===== src/rtl/intc_pkg.sv =====
package intc_pkg;
  localparam int NSRC  = 11;
  localparam int SRC_W = $clog2(NSRC);
  localparam int NLINE = 7;

  // source indices, order is priority (0 highest)
  localparam int S_PWD   = 0;
  localparam int S_IRQ2  = 1;
  localparam int S_IRQL1 = 2;
  localparam int S_IRQL0 = 3;
  localparam int S_SP0TX = 4;
  localparam int S_SP0RX = 5;
  localparam int S_IRQE  = 6;
  localparam int S_DMA   = 7;
  localparam int S_SP1TX = 8;
  localparam int S_SP1RX = 9;
  localparam int S_TIMER = 10;

  // external line slots
  localparam int L_PWD   = 0;
  localparam int L_IRQ2  = 1;
  localparam int L_IRQL1 = 2;
  localparam int L_IRQL0 = 3;
  localparam int L_IRQE  = 4;
  localparam int L_IRQ1  = 5;
  localparam int L_IRQ0  = 6;

  typedef struct packed {
    logic nest;
    logic irq2_edge;
    logic irq1_edge;
    logic irq0_edge;
  } intc_cfg_t;

  function automatic logic [15:0] vec_addr(input int idx);
    if (idx == S_PWD) return 16'h002C;
    return 16'(idx * 4);
  endfunction
endpackage


===== src/rtl/intc_line_sync.sv =====
module intc_line_sync #(
  parameter int STAGES = 2
) (
  input  logic clk,
  input  logic rst,
  input  logic pin_n,
  output logic active,
  output logic fell
);
  logic [STAGES-1:0] chain_q;
  logic              prev_q;

  always_ff @(posedge clk) begin
    if (rst) begin
      chain_q <= '1;
      prev_q  <= 1'b1;
    end else begin
      chain_q <= {chain_q[STAGES-2:0], pin_n};
      prev_q  <= chain_q[STAGES-1];
    end
  end

  assign active = ~chain_q[STAGES-1];
  assign fell   = prev_q & ~chain_q[STAGES-1];
endmodule


===== src/rtl/intc_pending.sv =====
module intc_pending #(
  parameter int N = 11
) (
  input  logic         clk,
  input  logic         rst,
  input  logic [N-1:0] set_i,
  input  logic [N-1:0] clr_i,
  input  logic [N-1:0] keep_i,
  output logic [N-1:0] pend_o
);
  for (genvar g = 0; g < N; g++) begin : g_bit
    always_ff @(posedge clk) begin
      if (rst) pend_o[g] <= 1'b0;
      else     pend_o[g] <= (pend_o[g] | set_i[g]) & ~clr_i[g] & keep_i[g];
    end
  end
endmodule


===== src/rtl/intc_arbiter.sv =====
module intc_arbiter #(
  parameter int N   = 11,
  parameter int IDW = $clog2(N)
) (
  input  logic [N-1:0]   req_i,
  input  logic [N-1:0]   svc_i,
  input  logic           gie_i,
  input  logic           hold_i,
  input  logic           nest_i,
  output logic           valid_o,
  output logic [IDW-1:0] id_o
);
  logic           found, busy, allow;
  logic [IDW-1:0] cand, top;

  always_comb begin
    found = 1'b0;
    cand  = '0;
    busy  = 1'b0;
    top   = '0;
    for (int i = N - 1; i >= 0; i--) begin
      if (req_i[i]) begin
        found = 1'b1;
        cand  = IDW'(i);
      end
      if (svc_i[i]) begin
        busy = 1'b1;
        top  = IDW'(i);
      end
    end
    allow   = nest_i ? (!busy || (cand < top)) : !busy;
    valid_o = found && gie_i && !hold_i && allow;
    id_o    = cand;
  end
endmodule


===== src/rtl/intc_svc_track.sv =====
module intc_svc_track #(
  parameter int N   = 11,
  parameter int IDW = $clog2(N)
) (
  input  logic           clk,
  input  logic           rst,
  input  logic           take_i,
  input  logic [IDW-1:0] take_id_i,
  input  logic           ret_i,
  output logic [N-1:0]   svc_o
);
  logic [N-1:0] lowbit, nxt;

  always_comb begin
    lowbit = svc_o & (~svc_o + N'(1));
    nxt    = ret_i ? (svc_o & ~lowbit) : svc_o;
    if (take_i) nxt[take_id_i] = 1'b1;
  end

  always_ff @(posedge clk) begin
    if (rst) svc_o <= '0;
    else     svc_o <= nxt;
  end
endmodule


===== src/rtl/prio_vec_intc.sv =====
module prio_vec_intc
  import intc_pkg::*;
#(
  parameter int VEC_W       = 14,
  parameter int SYNC_STAGES = 2
) (
  input  logic             clk,
  input  logic             rst,
  input  logic             pwd_n,
  input  logic             irq2_n,
  input  logic             irq1_n,
  input  logic             irq0_n,
  input  logic             irql1_n,
  input  logic             irql0_n,
  input  logic             irqe_n,
  input  logic             sp0_tx_evt,
  input  logic             sp0_rx_evt,
  input  logic             dma_evt,
  input  logic             sp1_tx_evt,
  input  logic             sp1_rx_evt,
  input  logic             timer_evt,
  input  logic             sp1_ext_mode,
  input  logic             mask_we,
  input  logic [NSRC-1:0]  mask_wdata,
  input  logic             cfg_we,
  input  logic             cfg_nest,
  input  logic             cfg_irq2_edge,
  input  logic             cfg_irq1_edge,
  input  logic             cfg_irq0_edge,
  input  logic             fc_we,
  input  logic [NSRC-1:0]  fc_set,
  input  logic [NSRC-1:0]  fc_clr,
  input  logic             int_ena,
  input  logic             int_dis,
  input  logic             core_ack,
  input  logic             core_rti,
  output logic             irq_req,
  output logic [VEC_W-1:0] irq_vec,
  output logic [SRC_W-1:0] irq_src
);
  logic [NLINE-1:0] line_n, line_act, line_fell;
  logic [NSRC-1:0]  mask_q, pend_q, svc_q;
  logic [NSRC-1:0]  keep, setv, lvl, raw_req, eff_req, set_all, clr_all;
  intc_cfg_t        cfg_q;
  logic             gie_q, blk_q, req_q, req_d, take;
  logic [SRC_W-1:0] id_q, sel_id;
  logic [VEC_W-1:0] vec_q;
  logic             sel_valid;

  assign line_n = {irq0_n, irq1_n, irqe_n, irql0_n, irql1_n, irq2_n, pwd_n};

  for (genvar g = 0; g < NLINE; g++) begin : g_line
    intc_line_sync #(.STAGES(SYNC_STAGES)) u_sync (
      .clk    (clk),
      .rst    (rst),
      .pin_n  (line_n[g]),
      .active (line_act[g]),
      .fell   (line_fell[g])
    );
  end

  // source routing: which sources latch, what sets them, level values
  always_comb begin
    keep           = '1;
    keep[S_IRQL1]  = 1'b0;
    keep[S_IRQL0]  = 1'b0;
    keep[S_IRQ2]   = cfg_q.irq2_edge;
    keep[S_SP1TX]  = sp1_ext_mode ? cfg_q.irq1_edge : 1'b1;
    keep[S_SP1RX]  = sp1_ext_mode ? cfg_q.irq0_edge : 1'b1;

    setv           = '0;
    setv[S_PWD]    = line_fell[L_PWD];
    setv[S_IRQ2]   = line_fell[L_IRQ2];
    setv[S_SP0TX]  = sp0_tx_evt;
    setv[S_SP0RX]  = sp0_rx_evt;
    setv[S_IRQE]   = line_fell[L_IRQE];
    setv[S_DMA]    = dma_evt;
    setv[S_SP1TX]  = sp1_ext_mode ? line_fell[L_IRQ1] : sp1_tx_evt;
    setv[S_SP1RX]  = sp1_ext_mode ? line_fell[L_IRQ0] : sp1_rx_evt;
    setv[S_TIMER]  = timer_evt;

    lvl            = '0;
    lvl[S_IRQ2]    = line_act[L_IRQ2];
    lvl[S_IRQL1]   = line_act[L_IRQL1];
    lvl[S_IRQL0]   = line_act[L_IRQL0];
    lvl[S_SP1TX]   = sp1_ext_mode & line_act[L_IRQ1];
    lvl[S_SP1RX]   = sp1_ext_mode & line_act[L_IRQ0];

    raw_req = (pend_q & keep) | (lvl & ~keep);
    eff_req = raw_req & (mask_q | NSRC'(1));
  end

  assign take    = core_ack & req_q;
  assign set_all = setv | (fc_we ? fc_set : '0);

  always_comb begin
    clr_all = fc_we ? fc_clr : '0;
    if (take) clr_all[id_q] = 1'b1;
  end

  intc_pending #(.N(NSRC)) u_pend (
    .clk    (clk),
    .rst    (rst),
    .set_i  (set_all),
    .clr_i  (clr_all),
    .keep_i (keep),
    .pend_o (pend_q)
  );

  intc_svc_track #(.N(NSRC), .IDW(SRC_W)) u_svc (
    .clk       (clk),
    .rst       (rst),
    .take_i    (take),
    .take_id_i (id_q),
    .ret_i     (core_rti),
    .svc_o     (svc_q)
  );

  intc_arbiter #(.N(NSRC), .IDW(SRC_W)) u_arb (
    .req_i   (eff_req),
    .svc_i   (svc_q),
    .gie_i   (gie_q),
    .hold_i  (blk_q),
    .nest_i  (cfg_q.nest),
    .valid_o (sel_valid),
    .id_o    (sel_id)
  );

  assign req_d = sel_valid & ~mask_we & ~int_dis & ~take;

  always_ff @(posedge clk) begin
    if (rst) begin
      mask_q <= '0;
      cfg_q  <= '0;
      gie_q  <= 1'b1;
      blk_q  <= 1'b0;
      req_q  <= 1'b0;
      id_q   <= '0;
      vec_q  <= '0;
    end else begin
      if (mask_we) mask_q <= mask_wdata;
      if (cfg_we)  cfg_q  <= '{nest: cfg_nest, irq2_edge: cfg_irq2_edge,
                               irq1_edge: cfg_irq1_edge, irq0_edge: cfg_irq0_edge};
      if (int_dis)      gie_q <= 1'b0;
      else if (int_ena) gie_q <= 1'b1;
      blk_q <= mask_we;
      req_q <= req_d;
      if (sel_valid) begin
        id_q  <= sel_id;
        vec_q <= VEC_W'(vec_addr(int'(sel_id)));
      end
    end
  end

  assign irq_req = req_q;
  assign irq_vec = vec_q;
  assign irq_src = id_q;
endmodule


===== config.mk =====
export PLATFORM = sky130hd
export DESIGN_NAME = prio_vec_intc
export DESIGN_NICKNAME = d
export VERILOG_FILES = /design/src/rtl/intc_pkg.sv /design/src/rtl/intc_line_sync.sv /design/src/rtl/intc_pending.sv /design/src/rtl/intc_arbiter.sv /design/src/rtl/intc_svc_track.sv /design/src/rtl/prio_vec_intc.sv
export SDC_FILE = /design/constraint.sdc
export NUM_CORES = 1
export LEC_CHECK = 0
export BUFFER_PORTS_ARGS = -buffer_cell sky130_fd_sc_hd__buf_4
export CORE_ASPECT_RATIO = 0.9
export CORE_MARGIN = 10
export CORE_UTILIZATION = 52
export CTS_BUF_LIST = sky130_fd_sc_hd__clkbuf_2 sky130_fd_sc_hd__clkbuf_4 sky130_fd_sc_hd__clkbuf_8
export DETAILED_ROUTE_END_ITERATION = 7
export GPL_TIMING_DRIVEN = 0
export PLACE_DENSITY_LB_ADDON = 0.1
export SETUP_SLACK_MARGIN = 0.4
export SLEW_MARGIN = 20
export SYNTH_ARGS = -nofsm -noshare
export SYNTH_HDL_FRONTEND = slang
export SYNTH_SLANG_ARGS = --single-unit

===== constraint.sdc =====
create_clock -name clk -period 4.4 [get_ports clk]
set_input_delay 0.88 -clock clk [delete_from_list [all_inputs] [get_ports clk]]
set_output_delay 0.88 -clock clk [all_outputs]
set_load 0.01 [all_outputs]

==> key figures <==
Die
  • Core area: 5320 um2
  • Die W: 98.5 um
  • Starting Density: 54.3%
  • I/O pin cnt: 79
  • Num rows: 25
  • Die ar.: 8930 um2
  • DIE HEIGHT: 90.7 um

Place
  • Place WS: 1.07 ns
  • Placed Area: 3460 um2
  • Gp weighted congestion: 0.856
  • Port Buffers: 61
  • Post-detailed-placement half-perimeter wirelength: 6230 um

Routing
  • Residual DRC count: 0
  • Vias per cell: 5.47
  • First-pass DRT Iterations: 4
  • Routed met1 length: 3430 um
  • Routed wl met3: 579 um
  • Via count: 2595
  • Post-route ant nets: 0
  • WL met2: 3720 um
  • Wirelength per Cell: 16.5 um
  • Total routed wirelength: 7820 um
  • Top Layer Used: met4
  • 1st-iter DRT viols: 148

Clock network
  • CTS resizes: 0
  • Root Buffer: clkbuf_8
  • Clock sink total: 64
  • CTS tree: done
  • Clk Latency, worst-skew pair: 0.34 ns
  • Clock Tree Buf Depth: 2
  • # Post-CTS Setup Buffers: 0
  • Htree depth: 3
  • Total CTS buffers: 9
  • Hold_buf cts: 0
  • Reg clk slew, reported paths: 0.07 ns

Finish
  • N_diodes: 0
  • Layout area overhead: 27.5%
  • Nets: 466
  • Util after Layout: 69.2%
  • Final Cell Area: 3680 um2
  • Share of cells above drive strength 1: 28.0%

Yosys
  • Post-synth EDFFs: 0
  • Average size of a mapped cell: 8.96 um2
  • Top-count cell post-synth: dfxtp_1
  • Synth Area in Adders: 1.30%
  • Flops & latches, synth: 64
  • XOR/XNOR Fraction of Synth Area: 0%
  • Mapped cell area: 2890 um2
  • Ys flop type: dfxtp_1
  • Ys async rst share: 0%
  • Commonest cells post-synth: dfxtp_1 (64), nor2_1 (27), a21oi_1 (25), nand2_1 (25), or2_2 (18)
  • Multiplexer area fraction after synthesis: 4.86%
  • Largest cells by area after synthesis: dfxtp_1 (44%), mux2i_1 (4.9%), a21oi_1 (4.3%), or2_2 (3.9%), nor2_1 (3.5%)
  • Cell count after synthesis: 322
  • Post-synthesis compound-gate area fraction: 20.0%
  • Post-synth cell types: 54
  • Syn. warnings: 0
  • Post-synthesis sequential area ratio: 44.4%
  • Post-synth top area share: 44.4%
  • Main combinational cell family by area after synthesis: simple AND/OR/NAND/NOR gates
  • Post-synth top area cell: dfxtp_1
  • Simple-gate portion of the synthesized area: 24.2%

Critical path
  • Crit path kind: in -> reg
  • Worst endpoint data arrival time: 3.22 ns
  • CP Capture Point: irq_src[1]$_SDFFE_PP0P_
  • R2R depth: 10
  • Crit-path max FO: 8
  • Worst R2R Setup Slack: 1.67 ns
  • Crit start category: primary input
  • Reg2reg end: irq_src[1]$_SDFFE_PP0P_
  • CP Capture Type: flop
  • Setup crit start: sp1_ext_mode
  • CP required: 4.65 ns
  • Worst R2R Start: cfg_q[2]$_SDFFE_PP0P_

STA
  • Crit share post-route: 67.6%
  • Final Hold Viols: 0
  • RSZ-0062 raised after global routing: false
  • Worst-margin pin slew: 0.724 ns
  • Setup ws final: 1.43 ns
  • Post-Route Setup TNS: 0 ns
  • Final Slew Violations: 0
  • Max_slew headroom: 51.7%
  • Clock Skew: 0.00893 ns
  • Fin crit period: 2.97 ns
  • # setup viols final: 0
  • FMAX: 336 MHz

Global routing
  • Vias in the first global route: 2599
  • Largest net degree at the start of global routing: 12
  • First-pass GRT wire length: 12600 um
  • Total Routing Usage GR: 17.3%
  • Grt ovf: 0
  • Initial antenna violation count: 0

Pwr
  • Leak: 0.00164 uW
  • P per Cell Area: 371 nW/um2
  • Maximum vdd drop: 0.000297 V

Status
  • Outcome: complete, no violations

Flow run
  • Max Cap Viol: 0

Worst hold path
  • Worst hold path type: reg -> reg
==> per-layer routing <==
layer | GRT usage (%) | vias up
li1 | - | 1302
met1 | 20.9 | 1195
met2 | 27.5 | 89
met3 | 6.96 | 9
met4 | 5.13 | 0
met5 | 0 | -
==> cells by family after synthesis <==
logic type                 Yosys count
buffers and inverters               29
adders and majority gates            3
other                                1
AOI/OAI and AO/OA                   83
DFF                                 64
and+or+nand+nor                    128
muxes                               14
==> flip-flops by register name, summed over array words and instances, names as in the netlist, 4 cells and up <==
| name | flops |
|---|---|
| irq_src | 4 |
| u_svc.svc_o | 11 |
| mask_q | 10 |
| irq_vec | 4 |
| cfg_q | 4 |
| g_line.u_sync.chain_q | 14 |
| g_line.u_sync.prev_q | 5 |
| u_pend.pend_o | 9 |
==> cell usage in the layout, fill, tap and decap left out, drive strengths merged, types with 7 or more instances in the layout <==
master / synthesis / routed
a21oi: 26 / 26
buf: 14 / 75
clkbuf: 6 / 16
conb: 1 / 10
dfxtp: 64 / 64
inv: 9 / 9
mux2i: 14 / 14
nand2: 25 / 25
nand2b: 9 / 9
nand3: 9 / 9
nor2: 27 / 27
nor2b: 7 / 7
o21ai: 11 / 11
or2: 19 / 19
==> metrics by stage <==
| step | cells | hold WS [ns] | total power, uW |
|---|---|---|---|
| 4_1_cts | 474 | 0.412 | 1370 |
| 3_3_place_gp | 459 | 0.391 | 815 |
| 2_1_floorplan | 331 | 0.389 | 741 |
| 3_5_place_dp | 459 | 0.395 | 819 |
| 5_1_grt | 474 | 0.422 | 1420 |
| 6_report | 474 | 0.412 | 1360 |
==> worst min path at each step <==
stage | cells after the start | from | endpoint | slack [ns]
after floorplan | 1 | g_line[0].u_sync.chain_q[0]$_SDFF_PP1_ | g_line[0].u_sync.chain_q[1]$_SDFF_PP1_ | 0.39
after global placement | 1 | g_line[0].u_sync.chain_q[0]$_SDFF_PP1_ | g_line[0].u_sync.chain_q[1]$_SDFF_PP1_ | 0.39
after detailed placement | 1 | g_line[5].u_sync.chain_q[0]$_SDFF_PP1_ | g_line[5].u_sync.chain_q[1]$_SDFF_PP1_ | 0.39
after CTS | 1 | g_line[5].u_sync.chain_q[0]$_SDFF_PP1_ | g_line[5].u_sync.chain_q[1]$_SDFF_PP1_ | 0.41
after global routing | 1 | g_line[5].u_sync.chain_q[0]$_SDFF_PP1_ | g_line[5].u_sync.chain_q[1]$_SDFF_PP1_ | 0.42
final | 1 | g_line[5].u_sync.chain_q[0]$_SDFF_PP1_ | g_line[5].u_sync.chain_q[1]$_SDFF_PP1_ | 0.41
==> critical path, stage by stage <==
cell     delay, ns
buf_4         0.14
nor2b_1       0.14
o211a_1       0.26
or3_1         0.39
a21oi_1       0.26
ha_1          0.28
nand3_1       0.11
nor2_1        0.07
a21oi_2       0.29
nand3_1       0.17
o41ai_2       0.23
==> where the power goes <==
group	internal, uW	total (uW)	switching (uW)
combinational	92.6	181	88.0
sequential	607	626	19.0
clock	331	557	226
==> cell type report <==
class                           instances  area, um2
Inverter                                9       33.8
Tap cell                               67       83.8
Sequential cell                        64       1280
Timing Repair Buffer                   61        458
Buffer                                 20        113
Clock inverter                          5       81.3
Fill cell                             448       1640
Clock buffer                           10        138
Multi-Input combinational cell        238       1490
Power figures use the tool's default switching activity.
